$ cat src/rtl/dtg_pkg.sv
package dtg_pkg;

    typedef enum logic [1:0] {
        POL_UNK = 2'd0,
        POL_POS = 2'd1,
        POL_NEG = 2'd2
    } pol_t;

    // Lower diode alone: current leaves the leg. Upper diode alone: current enters.
    function automatic pol_t pol_decode(input logic lo_cond, input logic hi_cond);
        if (lo_cond && !hi_cond) return POL_POS;
        if (hi_cond && !lo_cond) return POL_NEG;
        return POL_UNK;
    endfunction

    // Returns {upper, lower} wanted for a mode and command level.
    function automatic logic [1:0] gate_target(input pol_t m, input logic cmd);
        case (m)
            POL_POS: return {cmd, 1'b0};
            POL_NEG: return {1'b0, !cmd};
            default: return {cmd, !cmd};
        endcase
    endfunction

endpackage

$ cat src/rtl/dtg_sync.sv
module dtg_sync #(
    parameter int WIDTH  = 2,
    parameter int STAGES = 2
) (
    input  logic             clk,
    input  logic             rst,
    input  logic [WIDTH-1:0] din,
    output logic [WIDTH-1:0] dout
);
    logic [STAGES-1:0][WIDTH-1:0] stg_d, stg_q;

    always_comb begin
        stg_d[0] = din;
        for (int i = 1; i < STAGES; i++) begin
            stg_d[i] = stg_q[i-1];
        end
        if (rst) stg_d = '0;
    end

    always_ff @(posedge clk) begin
        stg_q <= stg_d;
    end

    assign dout = stg_q[STAGES-1];
endmodule

$ cat src/rtl/dtg_pol_filter.sv
module dtg_pol_filter
    import dtg_pkg::*;
#(
    parameter int FILT_LEN = 4
) (
    input  logic clk,
    input  logic rst,
    input  logic lo_cond,
    input  logic hi_cond,
    output pol_t pol
);
    localparam int CW = (FILT_LEN > 2) ? $clog2(FILT_LEN) : 1;
    localparam logic [CW-1:0] LAST = CW'(FILT_LEN - 1);

    typedef struct packed {
        pol_t          cand;
        logic [CW-1:0] run;
        pol_t          pol;
    } filt_t;

    filt_t st_d, st_q;
    pol_t  raw;

    always_comb begin
        raw  = pol_decode(lo_cond, hi_cond);
        st_d = st_q;
        if (raw == st_q.cand) begin
            if (st_q.run != LAST) st_d.run = st_q.run + CW'(1);
        end else begin
            st_d.cand = raw;
            st_d.run  = '0;
        end
        if (st_q.run == LAST) st_d.pol = st_q.cand;
        if (rst) begin
            st_d.cand = POL_UNK;
            st_d.run  = '0;
            st_d.pol  = POL_UNK;
        end
    end

    always_ff @(posedge clk) begin
        st_q <= st_d;
    end

    assign pol = st_q.pol;
endmodule

$ cat src/rtl/dtg_gate_core.sv
module dtg_gate_core
    import dtg_pkg::*;
#(
    parameter int DT_W = 8
) (
    input  logic            clk,
    input  logic            rst,
    input  logic            pwm_cmd,
    input  pol_t            pol_in,
    input  logic [DT_W-1:0] dead_cnt,
    output logic            gate_hi,
    output logic            gate_lo,
    output pol_t            mode
);
    localparam logic [DT_W-1:0] ONE = DT_W'(1);

    typedef struct packed {
        pol_t            mode;
        logic            cmd;
        logic            blank;
        logic [DT_W-1:0] cnt;
        logic            hi;
        logic            lo;
    } core_t;

    core_t           st_d, st_q;
    logic            cmd_edge;
    logic            enter_comp;
    logic            clash;
    logic [1:0]      tgt;
    logic [DT_W-1:0] dead_load;

    always_comb begin
        st_d       = st_q;
        st_d.cmd   = pwm_cmd;
        cmd_edge   = (pwm_cmd != st_q.cmd);
        dead_load  = (dead_cnt == '0) ? ONE : dead_cnt;
        enter_comp = 1'b0;
        clash      = 1'b0;
        tgt        = gate_target(st_q.mode, pwm_cmd);

        if (cmd_edge) begin
            st_d.mode  = pol_in;
            tgt        = gate_target(pol_in, pwm_cmd);
            enter_comp = (pol_in == POL_UNK) && (st_q.mode != POL_UNK);
            clash      = (tgt[1] && st_q.lo) || (tgt[0] && st_q.hi);
            if (enter_comp || clash || st_q.blank) begin
                st_d.blank = 1'b1;
                st_d.cnt   = dead_load;
                st_d.hi    = 1'b0;
                st_d.lo    = 1'b0;
            end else begin
                st_d.hi    = tgt[1];
                st_d.lo    = tgt[0];
            end
        end else if (st_q.blank) begin
            if (st_q.cnt <= ONE) begin
                st_d.blank = 1'b0;
                st_d.cnt   = '0;
                st_d.hi    = tgt[1];
                st_d.lo    = tgt[0];
            end else begin
                st_d.cnt   = st_q.cnt - ONE;
            end
        end

        if (rst) begin
            st_d.mode  = POL_UNK;
            st_d.cmd   = 1'b0;
            st_d.blank = 1'b0;
            st_d.cnt   = '0;
            st_d.hi    = 1'b0;
            st_d.lo    = 1'b0;
        end
    end

    always_ff @(posedge clk) begin
        st_q <= st_d;
    end

    assign gate_hi = st_q.hi;
    assign gate_lo = st_q.lo;
    assign mode    = st_q.mode;
endmodule

$ cat src/rtl/dtg_gate_ctrl.sv
module dtg_gate_ctrl
    import dtg_pkg::*;
#(
    parameter int DT_W     = 8,
    parameter int FILT_LEN = 4,
    parameter int SYNC_LEN = 2
) (
    input  logic            clk,
    input  logic            rst,
    input  logic            pwm_cmd,
    input  logic            dio_lo_cond,
    input  logic            dio_hi_cond,
    input  logic [DT_W-1:0] dead_cnt,
    output logic            gate_hi,
    output logic            gate_lo
);
    logic [1:0] flags_s;
    pol_t       pol_q;
    pol_t       core_mode;

    dtg_sync #(.WIDTH(2), .STAGES(SYNC_LEN)) u_sync (
        .clk  (clk),
        .rst  (rst),
        .din  ({dio_hi_cond, dio_lo_cond}),
        .dout (flags_s)
    );

    dtg_pol_filter #(.FILT_LEN(FILT_LEN)) u_filt (
        .clk     (clk),
        .rst     (rst),
        .lo_cond (flags_s[0]),
        .hi_cond (flags_s[1]),
        .pol     (pol_q)
    );

    dtg_gate_core #(.DT_W(DT_W)) u_core (
        .clk      (clk),
        .rst      (rst),
        .pwm_cmd  (pwm_cmd),
        .pol_in   (pol_q),
        .dead_cnt (dead_cnt),
        .gate_hi  (gate_hi),
        .gate_lo  (gate_lo),
        .mode     (core_mode)
    );
endmodule

$ cat config.mk
export PLATFORM = sky130hd
export DESIGN_NAME = dtg_gate_ctrl
export DESIGN_NICKNAME = d
export VERILOG_FILES = /design/src/rtl/dtg_pkg.sv /design/src/rtl/dtg_sync.sv /design/src/rtl/dtg_pol_filter.sv /design/src/rtl/dtg_gate_core.sv /design/src/rtl/dtg_gate_ctrl.sv
export SDC_FILE = /design/constraint.sdc
export NUM_CORES = 1
export LEC_CHECK = 0
export ABC_AREA = 0
export ABC_CLOCK_PERIOD_IN_PS = 1900
export BUFFER_PORTS_ARGS = -buffer_cell sky130_fd_sc_hd__clkbuf_2
export CAP_MARGIN = 15
export CORE_MARGIN = 5
export CORE_UTILIZATION = 40
export CTS_CLUSTER_DIAMETER = 50
export DETAILED_ROUTE_END_ITERATION = 8
export MAX_ROUTING_LAYER = met4
export PLACE_DENSITY = 0.68
export SLEW_MARGIN = 20
export SYNTH_ARGS = -nofsm -noshare
export SYNTH_HDL_FRONTEND = slang
export SYNTH_SLANG_ARGS = --single-unit
$ cat constraint.sdc
create_clock -name clk -period 1.9 [get_ports clk]
set_input_delay 0.38 -clock clk [delete_from_list [all_inputs] [get_ports clk]]
set_output_delay 0.38 -clock clk [all_outputs]
set_load 0.03 [all_outputs]
==> flow_metrics.env <==
export IMPL_overflow=0
export IMPL_path_clk_slew_ps=130
export IMPL_power_frac_clock_pct=30.6
export IMPL_areaGrowthSynthToFinish_pct=15.9
export IMPL_worstHoldPathCells=2
export IMPL_via_count=1266
export IMPL_synth_area_sq_um=1420
export IMPL_clock_sinks=24
export IMPL_grt_pass1_wl_microns=5090
export IMPL_yosys_register_bits=24
export IMPL_status="finished, final reports clean"
export IMPL_stdcell_area_sq_um=1650
export IMPL_n_fill_cell=334
export IMPL_hp_class="in -> reg"
export IMPL_synth_area_leader_cell="dfxtp_1"
export IMPL_power_mw=1.22
export IMPL_drt_total_wl_microns=2990
export IMPL_setup_viol=0
export IMPL_slew_violations=0
export IMPL_h_tree_depth=1
export IMPL_tightest_slew_ps=451
export IMPL_leakage_nw=0.642
export IMPL_grt_max_degree=17
export IMPL_period_minus_slack_ps=1800
export IMPL_async_flop_share_pct=0
export IMPL_cts_made_buffers=3
export IMPL_min_delay_start="dio_lo_cond"
export IMPL_syn_area_per_cell_sq_um=8.30
export IMPL_route_detailed_drc=0
export IMPL_antenna_found_initial=0
export IMPL_seq_power_share_pct=46.0
export IMPL_start_util_pct=41.9
export IMPL_synth_most_common_cell="dfxtp_1"
export IMPL_crit_type="reg -> reg"
export IMPL_row_count=21
export IMPL_slew_headroom_pct=69.9
export IMPL_wire_per_inst_microns=12.7
export IMPL_diodes=0
export IMPL_synth_nets=193
export IMPL_intPower_mw=0.867
export IMPL_placed_cell_area_sq_um=1570
export IMPL_switching_share_pct=28.7
export IMPL_ys_top_cells_by_count="dfxtp_1 (24), nor2_1 (20), nand2_1 (13)"
export IMPL_comb_power_share_pct=23.4
export IMPL_ctsResizeCount=1
export IMPL_synthesis_instances=171
export IMPL_post_route_util_pct=48.6
export IMPL_startpoint_type="flop"
export IMPL_pin_count=15
export IMPL_setup_tns_ps=0
export IMPL_required_ps=2140
export IMPL_grt_pass1_vias=1223
export IMPL_clock_skew_ps=2.09
export IMPL_max_freq_ghz=0.556
export IMPL_worst_path_max_fanout=14
export IMPL_numPortBuffers=14
export IMPL_netlist_cell_type_count=45
export IMPL_peakVddDrop_uv=296
export IMPL_drtIter0Drc=62
export IMPL_r2r_end="u_core.st_q[3]"
export IMPL_ys_top_cells_by_area="dfxtp_1 (34%), ha_1 (7.9%), nor2_1 (5.3%), a21oi_1 (3.9%), nand2_1 (3.4%)"
export IMPL_die_w_microns=69.6
export IMPL_die_h_microns=69.6
export IMPL_nets=212
export IMPL_critPathArrivalTime_ps=2040
export IMPL_cts_tree="done"
export IMPL_synth_edff_count=0
export IMPL_ctsHoldBuffers=0
export IMPL_cts_root_buf="clkbuf_4"
export IMPL_firstDrtPassIters=4
export IMPL_cts_setup_buffers=0
export IMPL_reg2reg_slack_ps=100
export IMPL_worst_r2r_startpoint="u_filt.pol[0]"
export IMPL_ys_warnings_count=0
export IMPL_dieArea_sq_um=4840
export IMPL_fin_crit_sh_pct=94.7
export IMPL_drive_gt1_share_pct=22.2
export IMPL_synth_ff_type="dfxtp_1"
export IMPL_grt_util_all_layers_pct=13.1
export IMPL_place_gp_congestion=0.908
export IMPL_synth_top_area_share_pct=33.8
export IMPL_dp_hpwl_microns=2210
export IMPL_end_kind="flop"
export IMPL_switching_power_mw=0.349
export IMPL_ys_seq_area_share_pct=33.8
export IMPL_drv_max_cap_violation_count=0
export IMPL_power_density_nw_per_um2=739
export IMPL_ant_nets=0
export IMPL_hold_violations=0
export IMPL_clk_latency_ps=320
export IMPL_routed_via_density=5.39
export IMPL_reg2reg_depth=8
export IMPL_clockBufferDepth=2
export IMPL_min_to="u_sync.stg_q[0]"
export IMPL_core_area_sq_um=3390
power groups by stage:
stage | registers [mW] | logic, mW | clock network [mW]
after floorplan | 0.567 | 0.190 | 0
after global placement | 0.568 | 0.268 | 0
after detailed placement | 0.570 | 0.271 | 0
after CTS | 0.559 | 0.274 | 0.382
after global routing | 0.564 | 0.315 | 0.399
final | 0.559 | 0.285 | 0.372
kinds of logic after synthesis:
| logic type | synth area share (%) |
|---|---|
| AND/OR/NAND/NOR | 21.7 |
| adder cells (fa/ha/maj) | 7.93 |
| buffers and inverters | 6.43 |
| XOR/XNOR | 3.79 |
| AO/OA/AOI/OAI | 22.7 |
| flip-flops | 33.8 |
| multiplexers | 3.61 |
per-stage QoR:
stage / setup slack [ps] / instances / hold slack (ps)
after floorplan: 3.08 / 171 / 414
after global placement: 121 / 231 / 418
after detailed placement: 24.7 / 231 / 424
after CTS: 2.54 / 235 / 249
final: 101 / 235 / 257
after global routing: -9.03 / 235 / 259
cells in the final DEF (no fill, tap or decap), types with 4 or more instances in the layout:
cell type  Yosys  routed
a21oi_1       11      10
buf_4          0       9
clkbuf_2       0      14
dfxtp_1       24      22
ha_1           9       9
inv_1         12      12
mux2i_1        4       4
nand2_1       13      13
nand2b_1       6       6
nor2_1        20      19
nor2b_1        5       5
o21ai_0        5       5
o21ai_1        7       7
final cells by class:
type                    instances  area [sq um]  area share, %
clock buffers                   3          22.5           1.37
well taps                      46          57.6           3.50
repair buffers                 23           138           8.36
inverters                      12          45.0           2.74
clock inverters                 1          30.0           1.82
flip-flops and latches         24           483           29.3
multi-input cells             126           871           52.9
how the worst max path moves through the flow:
| stage | from | to | cells after the start |
|---|---|---|---|
| 6_report | u_filt.pol[0] | u_core.st_q[3] | 8 |
| 3_5_place_dp | u_filt.pol[0] | u_core.st_q[7] | 7 |
| 3_3_place_gp | u_filt.pol[0] | u_core.st_q[7] | 7 |
| 4_1_cts | u_filt.pol[1] | u_core.st_q[7] | 7 |
| 2_1_floorplan | u_core.st_q[2] | u_core.st_q[4] | 7 |
| 5_1_grt | u_filt.pol[0] | u_core.st_q[2] | 8 |
critical path, stage by stage, from the launching register on:
cell      delay [ps]
dfxtp_2          380
inv_1             60
ha_1             290
nand2b_1          70
a32o_2           300
a21oi_2          140
buf_4            190
a211oi_1          60
a211oi_1         210
flip-flops by register name, indices dropped and copies added, names as in the netlist:
signal	count
u_core.st_q	10
u_filt.st_q	4
u_core.mode	2
u_filt.pol	2
u_sync.dout	2
u_sync.stg_q	2
u_core.gate_hi	1
u_core.gate_lo	1
per-layer routing:
layer  track usage [%]  vias to the layer above  routed length (microns)
li1                  -                      634                        -
met1              15.5                      587                     1390
met2              20.3                       36                     1350
met3              3.48                        9                      182
met4              6.94                        0                       69
met5                 -                        -                        0
(Power assumes the default switching activity.)
